### src/rtl/tcu_pkg.sv
package tcu_pkg;

   typedef enum logic [3:0] {
      MODE_OFF         = 4'b0000,
      MODE_DRIVE_HI    = 4'b1000,
      MODE_DRIVE_LO    = 4'b1001,
      MODE_FLAG_ONLY   = 4'b1010,
      MODE_PERIOD_TRIG = 4'b1011
   } tcu_mode_e;

   localparam int unsigned MODE_W = 4;

   function automatic logic mode_compares(input logic [MODE_W-1:0] m);
      return (m[3:2] == 2'b10);
   endfunction

endpackage

### src/rtl/tcu_timer.sv
module tcu_timer #(
   parameter int unsigned W = 16
) (
   input  logic         clk,
   input  logic         rst_n,
   input  logic         advance,
   input  logic         restart,
   input  logic         ovf_clr,
   output logic [W-1:0] count,
   output logic         ovf_flag
);
   localparam logic [W-1:0] TOP = '1;

   generate
      if (W < 2) begin : g_bad_width
         $error("tcu_timer: W must be at least 2");
      end
   endgenerate

   logic wrap;
   assign wrap = advance && (count == TOP);

   always_ff @(posedge clk) begin
      if (!rst_n) begin
         count <= '0;
      end else if (advance) begin
         count <= restart ? '0 : count + 1'b1;
      end
   end

   always_ff @(posedge clk) begin
      if (!rst_n)        ovf_flag <= 1'b0;
      else if (wrap)     ovf_flag <= 1'b1;
      else if (ovf_clr)  ovf_flag <= 1'b0;
   end

   // a frozen counter keeps its value
   a_r9_hold_timer: assert property (@(posedge clk) disable iff (!rst_n)
      !advance |=> (count == $past(count)));

   // a restart away from all-ones is not a wrap
   a_r6_restart_no_ovf: assert property (@(posedge clk) disable iff (!rst_n)
      (advance && restart && (count != TOP) && !ovf_flag) |=> !ovf_flag);

   // an advance from all-ones sets the wrap flag
   a_r6_wrap_sets: assert property (@(posedge clk) disable iff (!rst_n)
      (advance && (count == TOP)) |=> ovf_flag);

endmodule

### src/rtl/tcu_match.sv
module tcu_match
   import tcu_pkg::*;
#(
   parameter int unsigned W = 16
) (
   input  logic              enable,
   input  logic [W-1:0]      count,
   input  logic [W-1:0]      cmp_val,
   input  logic [MODE_W-1:0] mode,
   output logic              hit,
   output logic              trig_hit
);
   assign hit      = enable && mode_compares(mode) && (count == cmp_val);
   assign trig_hit = hit && (mode == MODE_PERIOD_TRIG);
endmodule

### src/rtl/tcu_pin.sv
module tcu_pin
   import tcu_pkg::*;
(
   input  logic              clk,
   input  logic              rst_n,
   input  logic              mode_wr,
   input  logic [MODE_W-1:0] mode_wdata,
   input  logic [MODE_W-1:0] mode,
   input  logic              hit,
   output logic              pin
);
   always_ff @(posedge clk) begin
      if (!rst_n) begin
         pin <= 1'b0;
      end else if (mode_wr) begin
         case (mode_wdata)
            MODE_OFF:      pin <= 1'b0;
            MODE_DRIVE_HI: pin <= 1'b0;
            MODE_DRIVE_LO: pin <= 1'b1;
            default:       pin <= pin;
         endcase
      end else if (hit) begin
         case (mode)
            MODE_DRIVE_HI: pin <= 1'b1;
            MODE_DRIVE_LO: pin <= 1'b0;
            default:       pin <= pin;
         endcase
      end
   end

   // a match in the drive-high mode sets the latch
   a_r3_match_high: assert property (@(posedge clk) disable iff (!rst_n)
      (!mode_wr && hit && (mode == MODE_DRIVE_HI)) |=> pin);

   // a match in the drive-low mode clears the latch
   a_r4_match_low: assert property (@(posedge clk) disable iff (!rst_n)
      (!mode_wr && hit && (mode == MODE_DRIVE_LO)) |=> !pin);

   // entering drive-low starts from the high level
   a_r4_entry_high: assert property (@(posedge clk) disable iff (!rst_n)
      (mode_wr && (mode_wdata == MODE_DRIVE_LO)) |=> pin);

   // turning the unit off returns the latch to low
   a_r8_off_low: assert property (@(posedge clk) disable iff (!rst_n)
      (mode_wr && (mode_wdata == MODE_OFF)) |=> !pin);

endmodule

### src/rtl/tcu_compare_unit.sv
module tcu_compare_unit
   import tcu_pkg::*;
#(
   parameter int unsigned TMR_W = 16
) (
   input  logic              clk,
   input  logic              rst_n,
   input  logic              hold,
   input  logic              cmp_wr,
   input  logic [TMR_W-1:0]  cmp_wdata,
   input  logic              mode_wr,
   input  logic [3:0]        mode_wdata,
   input  logic              match_clr,
   input  logic              ovf_clr,
   output logic [TMR_W-1:0]  timer_value,
   output logic              cmp_pin,
   output logic              trig_pulse,
   output logic              match_flag,
   output logic              ovf_flag
);
   localparam logic [TMR_W-1:0] ALL_ONES = '1;

   logic [TMR_W-1:0]  cmp_q;
   logic [MODE_W-1:0] mode_q;
   logic              hit;
   logic              trig_hit;

   always_ff @(posedge clk) begin
      if (!rst_n) begin
         cmp_q  <= '0;
         mode_q <= MODE_OFF;
      end else begin
         if (cmp_wr)  cmp_q  <= cmp_wdata;
         if (mode_wr) mode_q <= mode_wdata;
      end
   end

   tcu_timer #(.W(TMR_W)) timer_i (
      .clk      (clk),
      .rst_n    (rst_n),
      .advance  (!hold),
      .restart  (trig_hit),
      .ovf_clr  (ovf_clr),
      .count    (timer_value),
      .ovf_flag (ovf_flag)
   );

   tcu_match #(.W(TMR_W)) match_i (
      .enable   (!hold),
      .count    (timer_value),
      .cmp_val  (cmp_q),
      .mode     (mode_q),
      .hit      (hit),
      .trig_hit (trig_hit)
   );

   tcu_pin pin_i (
      .clk        (clk),
      .rst_n      (rst_n),
      .mode_wr    (mode_wr),
      .mode_wdata (mode_wdata),
      .mode       (mode_q),
      .hit        (hit),
      .pin        (cmp_pin)
   );

   always_ff @(posedge clk) begin
      if (!rst_n) begin
         match_flag <= 1'b0;
         trig_pulse <= 1'b0;
      end else begin
         trig_pulse <= trig_hit;
         if (hit)            match_flag <= 1'b1;
         else if (match_clr) match_flag <= 1'b0;
      end
   end

   // a detected match leaves the flag set
   a_r2_flag_set: assert property (@(posedge clk) disable iff (!rst_n)
      hit |=> match_flag);

   // the trigger comes with the counter back at zero
   a_r5_trig_zero: assert property (@(posedge clk) disable iff (!rst_n)
      trig_pulse |-> (timer_value == '0));

   // an all-ones period sets both flags together
   a_r7_both_flags: assert property (@(posedge clk) disable iff (!rst_n)
      (trig_hit && (cmp_q == ALL_ONES)) |=> (match_flag && ovf_flag));

   // no trigger follows a held cycle
   a_r9_hold_no_trig: assert property (@(posedge clk) disable iff (!rst_n)
      hold |=> !trig_pulse);

   // a clear without a coinciding match empties the flag
   a_r10_clear: assert property (@(posedge clk) disable iff (!rst_n)
      (match_clr && !hit) |=> !match_flag);

   // a non-compare mode never triggers
   a_r12_idle_mode: assert property (@(posedge clk) disable iff (!rst_n)
      !mode_compares(mode_q) |=> !trig_pulse);

endmodule

### config.mk
export PLATFORM = sky130hd
export DESIGN_NAME = tcu_compare_unit
export DESIGN_NICKNAME = d
export VERILOG_FILES = /design/src/rtl/tcu_pkg.sv /design/src/rtl/tcu_timer.sv /design/src/rtl/tcu_match.sv /design/src/rtl/tcu_pin.sv /design/src/rtl/tcu_compare_unit.sv
export SDC_FILE = /design/constraint.sdc
export NUM_CORES = 1
export LEC_CHECK = 0
export ABC_AREA = 0
export BUFFER_PORTS_ARGS = -buffer_cell sky130_fd_sc_hd__buf_2
export CAP_MARGIN = 10
export CORE_UTILIZATION = 52
export CTS_CLUSTER_SIZE = 20
export DETAILED_ROUTE_END_ITERATION = 16
export HOLD_SLACK_MARGIN = 0.02
export PLACE_DENSITY = 0.78
export SLEW_MARGIN = 30
export SYNTH_ARGS = -nofsm -noshare
export SYNTH_HDL_FRONTEND = slang
export SYNTH_SLANG_ARGS = --single-unit
### constraint.sdc
create_clock -name clk -period 2.38 [get_ports clk]
set_input_delay 0.595 -clock clk [delete_from_list [all_inputs] [get_ports clk]]
set_output_delay 0.595 -clock clk [all_outputs]
set_load 0.05 [all_outputs]
[Yosys cells after proc, flatten, opt, wreduce, memory -nomap -nowiden]
Cells that the tools add are included.
Widths: inputs -> output; s select.
Storage, ports and cells
  bits in registers: 40
  bits of input ports: 27
  output and inout bits: 20
  word-level logic and storage cells: 38
Cells by class
  add/sub/neg operators: 1
  eq/ne operators: 9
  muxes and demuxes: 9
  reductions and logical operators: 12
Operators by type and width (count)
  $eq 4x4->1 const B: 5
  $add 16x1->16 const B: 1
  $eq 16x16->1: 1
  $eq 16x16->1 const B: 1
  $mux 16: 1
  $mux 1: 6
  $reduce_bool 2->1: 3
  $logic_and 1x1->1: 4
  $logic_not 4->1: 1
  $pmux 1 s2: 2
  $ne 3x2->1 const B: 1
  $reduce_and 3->1: 1
  $reduce_bool 3->1: 1
  $eq 2x2->1 const B: 1
  $reduce_or 2->1: 1
  $logic_not 1->1: 1

[Logic depth before layout (Yosys ltp)]
  word-level depth: 5
  gate-level depth with buffers: 7
  depth with buffers taken out: 6

[Cells and area by module]
Synthesis repeated with hierarchy kept, for this count alone.
Second synthesis, totals
  cells, all modules: 192
  area total of the unflattened synthesis: 1864.3 µm²
Modules (own cells, without submodules)
  tcu_compare_unit: times used 1, cells an instance 71, area an instance 833.3 µm², seq. area each 440.4 µm²
  tcu_timer: times used 1, cells an instance 88, area an instance 757.0 µm², seq. area each 340.3 µm²
  tcu_match: times used 1, cells an instance 26, area an instance 196.4 µm², seq. area each 0.0 µm²
  tcu_pin: times used 1, cells an instance 7, area an instance 77.6 µm², seq. area each 20.0 µm²

[Worst setup path after synthesis]
No wires, ideal clock.
  path type: flip-flop to flip-flop
  start point: reg timer_i.count[7]
  end point: reg timer_i.count[9]
  library setup time: 0.116 ns
  arrival time: 1.832 ns
  required time: 2.264 ns
  path slack: 0.433 ns
  cell stages (with the launch flop): 7
  buffers on the path: 1
  period minus slack after synthesis: 1.947 ns
  cell sequence: dfxtp_1 -> xor2_1 -> nor4_2 -> nand4_2 -> o31ai_4 -> buf_6 -> nor2_1
On the way
  cells in the longest elaborated chain, start to end: 4
  elaborated cells between the ends (all ways): 5
  classes of those cells: add/sub: 1; eq/ne: 1; mux: 1; reduce/logical: 2
Ends and longest elaborated chain
  start, declared: line tcu_timer.sv:9  | output logic [W-1:0] count,
  start signal, assigned: line tcu_timer.sv:27  | count <= restart ? '0 : count + 1'b1;
  parallel branches: the longest is 3 deep, another holds $add 16x1->16
  $mux 16 *: line tcu_timer.sv:27
Mark *: on every way between the ends.
A chain may end at the register's enable or synchronous reset.

[Final worst setup path]
  start point: reg timer_i.count[4]
  end point: reg timer_i.count[9]
Same word-level chain as after synthesis.

==> results.sh <==
export IMPL_drt_first_pass_iters=4
export IMPL_areaGrowthSynthToFinish_pct=16.3
export IMPL_clk_transition_reported_paths_ns=0.11
export IMPL_worst_setup_path_type="register to register"
export IMPL_leakage_uw=0.00102
export IMPL_cp_data_required_time_ns=2.61
export IMPL_dieArea_um2=3800
export IMPL_track_usage_pct=21.2
export IMPL_synth_cell_type_count=31
export IMPL_first_global_vias=1263
export IMPL_largest_net_degree_at_the_start_of_global_routing=28
export IMPL_place_inst=271
export IMPL_post_route_drc_count=0
export IMPL_drive_above_1_share_pct=24.6
export IMPL_tritoncts="built"
export IMPL_setup_viol=0
export IMPL_drtIter0Drc=38
export IMPL_final_nets=260
export IMPL_cp_buffers_inverters=1
export IMPL_pre_cts_slack_ns=0.356
export IMPL_startpoint="timer_i.count[4]"
export IMPL_post_cts_setup_buffer_count=0
export IMPL_postLayoutSetupSlackWorst_ns=0.480
export IMPL_cts_path_max_buffers=2
export IMPL_skew_ns=0.0111
export IMPL_syn_std_cell_area_um2=1850
export IMPL_register_bit_total_from_synthesis=40
export IMPL_period_share_pct=79.8
export IMPL_synth_cells_most_frequent="dfxtp_1 (40), nor2b_1 (27), xor2_1 (24), mux2i_1 (21), nor2_1 (18)"
export IMPL_synthesis_nets=214
export IMPL_timing_max_cap_violations=0
export IMPL_cts_made_buffers=5
export IMPL_synthMostInstantiatedCell="dfxtp_1"
export IMPL_cp_num_cells=6
export IMPL_utilization_pct=63.9
export IMPL_netlist_instances=186
export IMPL_grt_overflow_total=0
export IMPL_ir_drop_mv=0.326
export IMPL_detail_route_wirelength_mm=3.59
export IMPL_ant_nets=0
export IMPL_crit_end="timer_i.count[9]"
export IMPL_critPathCaptureType="register"
export IMPL_rsz_0062_raised_after_global_routing="no"
export IMPL_worstRegToRegCells=6
export IMPL_worstHoldPathCells=3
export IMPL_worst_max_slew_pin_slew_ns=0.508
export IMPL_detailed_place_hpwl_mm=2.64
export IMPL_top_level_pins=47
export IMPL_report_final_slew_viol_count=0
export IMPL_top_reg_cell_synth="dfxtp_1"
export IMPL_reg2reg_setup_slack_ns=0.48
export IMPL_type_of_the_worst_min_delay_path="input port to register"
export IMPL_cts_hold_buffers_added=0
export IMPL_ys_top_cells_by_area="dfxtp_1 (43%), mux2i_1 (11%), xor2_1 (11%)"
export IMPL_avgSynthCellArea_um2=9.94
export IMPL_worst_path_max_fanout=15
export IMPL_place_port_buffers=46
export IMPL_worst_setup_path_start_kind="register"
export IMPL_worstPathCellList="xor2_1 -> nor4_1 -> nand3_1 -> o31ai_4 -> buf_4 -> nor2_1"
export IMPL_floorplan_initialDensity_pct=54.9
export IMPL_htree_num_levels=2
export IMPL_post_cts_resized=0
export IMPL_totalNegativeSetupSlack_ns=0
export IMPL_slew_headroom_pct=66.1
export IMPL_number_of_synthesized_flops_with_an_enable_pin=0
export IMPL_postSynth_asyncResetShare_pct=0
export IMPL_finalWeightedCongestion=0.809
export IMPL_clock_insertion_delay_at_the_later_pin_of_the_skew_report_ns=0.34
export IMPL_cpPeakStageDelay_ns=0.39
export IMPL_row_count=21
export IMPL_r2r_end="timer_i.count[9]"
export IMPL_antenna_found_initial=0
export IMPL_synth_top_area_share_pct=43.3
export IMPL_synth_area_leader_cell="dfxtp_1"
export IMPL_achievable_frequency_ghz=0.526
export IMPL_final_hold_violation_count=0
export IMPL_crit_reg2reg_launch="timer_i.count[4]"
export IMPL_dieHeight_um=61.6
export IMPL_drt_wirelength_per_cell_um=12.9
export IMPL_clock_tree_root_cell="clkbuf_4"
export IMPL_clock_sinks=40
export IMPL_via_count_of_the_routed_design=1389
export IMPL_layoutNonFillerInstCount=278
export IMPL_ys_warn_count=0
export IMPL_final_period_minus_worst_setup_slack_ns=1.90
export IMPL_yosysSeqAreaShare_pct=43.3
export IMPL_path_delay_family="simple AND/OR/NAND/NOR gates"
export IMPL_die_width_um=61.6
export IMPL_drt_via_density=5.00
export IMPL_antenna_cells_inserted=0
export IMPL_placeableCoreArea_um2=3360
export IMPL_run_status="finished, final reports clean"
export IMPL_grt_first_pass_wirelength_mm=5.71
export IMPL_power_per_cell_area_nw_per_um2=553
export IMPL_slowest_stage="dfxtp_1"
export IMPL_cp_data_arrival_time_ns=2.13
-- through the flow --
stage                     total power [µW]  hold WS [ns]  cell area [µm²]
after floorplan                        842         0.486             1850
after global placement                 889         0.512             2100
after detailed placement               893         0.512             2100
after CTS                             1200         0.502             2150
after global routing                  1260         0.482             2150
final                                 1190         0.506             2150
-- per-layer routing --
metal	part of all wire [%]	track usage, %
met5	0	0
met4	1.5	8.25
met3	4.5	5.88
met2	45	33.5
met1	49	27.5
-- logic make-up (layout without fill, tap and decap cells) --
family / Yosys count / in the layout / share of synthesized area, %
buffers and inverters: 8 / 54 / 2.17
muxes: 21 / 21 / 11.4
and+or+nand+nor: 78 / 78 / 24.2
xor gates and xnor gates: 31 / 31 / 14.7
adders and majority gates: 1 / 1 / 0.677
DFF: 40 / 40 / 43.3
AOI/OAI and AO/OA: 7 / 7 / 3.59
-- state kept, by name, summed over array words and instances, names as in the netlist --
name              count
mode_q                4
timer_i.count        16
match_flag            1
trig_pulse            1
timer_i.ovf_flag      1
cmp_q                16
pin_i.pin             1
-- how the worst min path moves through the flow --
stage | startpoint | endpoint | slack, ns
detailed placement | mode_q[0] | trig_pulse | 0.51
floorplan | mode_q[0] | trig_pulse | 0.49
global route | cmp_wdata[4] | cmp_q[4] | 0.48
finish | cmp_wdata[1] | cmp_q[1] | 0.51
global placement | mode_q[0] | trig_pulse | 0.51
CTS | cmp_wdata[5] | cmp_q[5] | 0.50
-- layout make-up --
| cell class | instances | area (µm²) |
|---|---|---|
| clock buffer | 6 | 41.3 |
| clock inverter | 1 | 5.00 |
| fill | 310 | 1210 |
| multi-input combinational | 138 | 1010 |
| timing repair buffer | 47 | 238 |
| sequential | 40 | 801 |
| tap | 46 | 57.6 |
-- power breakdown --
group	internal [µW]	switching, µW	leakage [µW]
Combinational	72.2	84.6	0.000663
Sequential	695	24.4	0.000327
Clock	109	203	0.0000281
Total	876	312	0.00102
-- worst reg2reg max path, delay by kind of cell, from the launching register on --
kind,cells,cell delay (ns)
DFF,1,0.39
AOI/OAI and AO/OA,1,0.27
and+or+nand+nor,3,0.71
buffers and inverters,1,0.24
xor gates and xnor gates,1,0.19
-- cell usage in the layout, fill, tap and decap left out, types with 3 or more instances in the layout --
cell / n
and3_1: 5
and4_1: 3
buf_2: 46
clkbuf_4: 5
dfxtp_1: 40
mux2i_1: 21
nand2_1: 6
nand3_1: 7
nor2_1: 18
nor2b_1: 27
xnor2_1: 7
xor2_1: 24
Power figures use the tool's default switching activity.
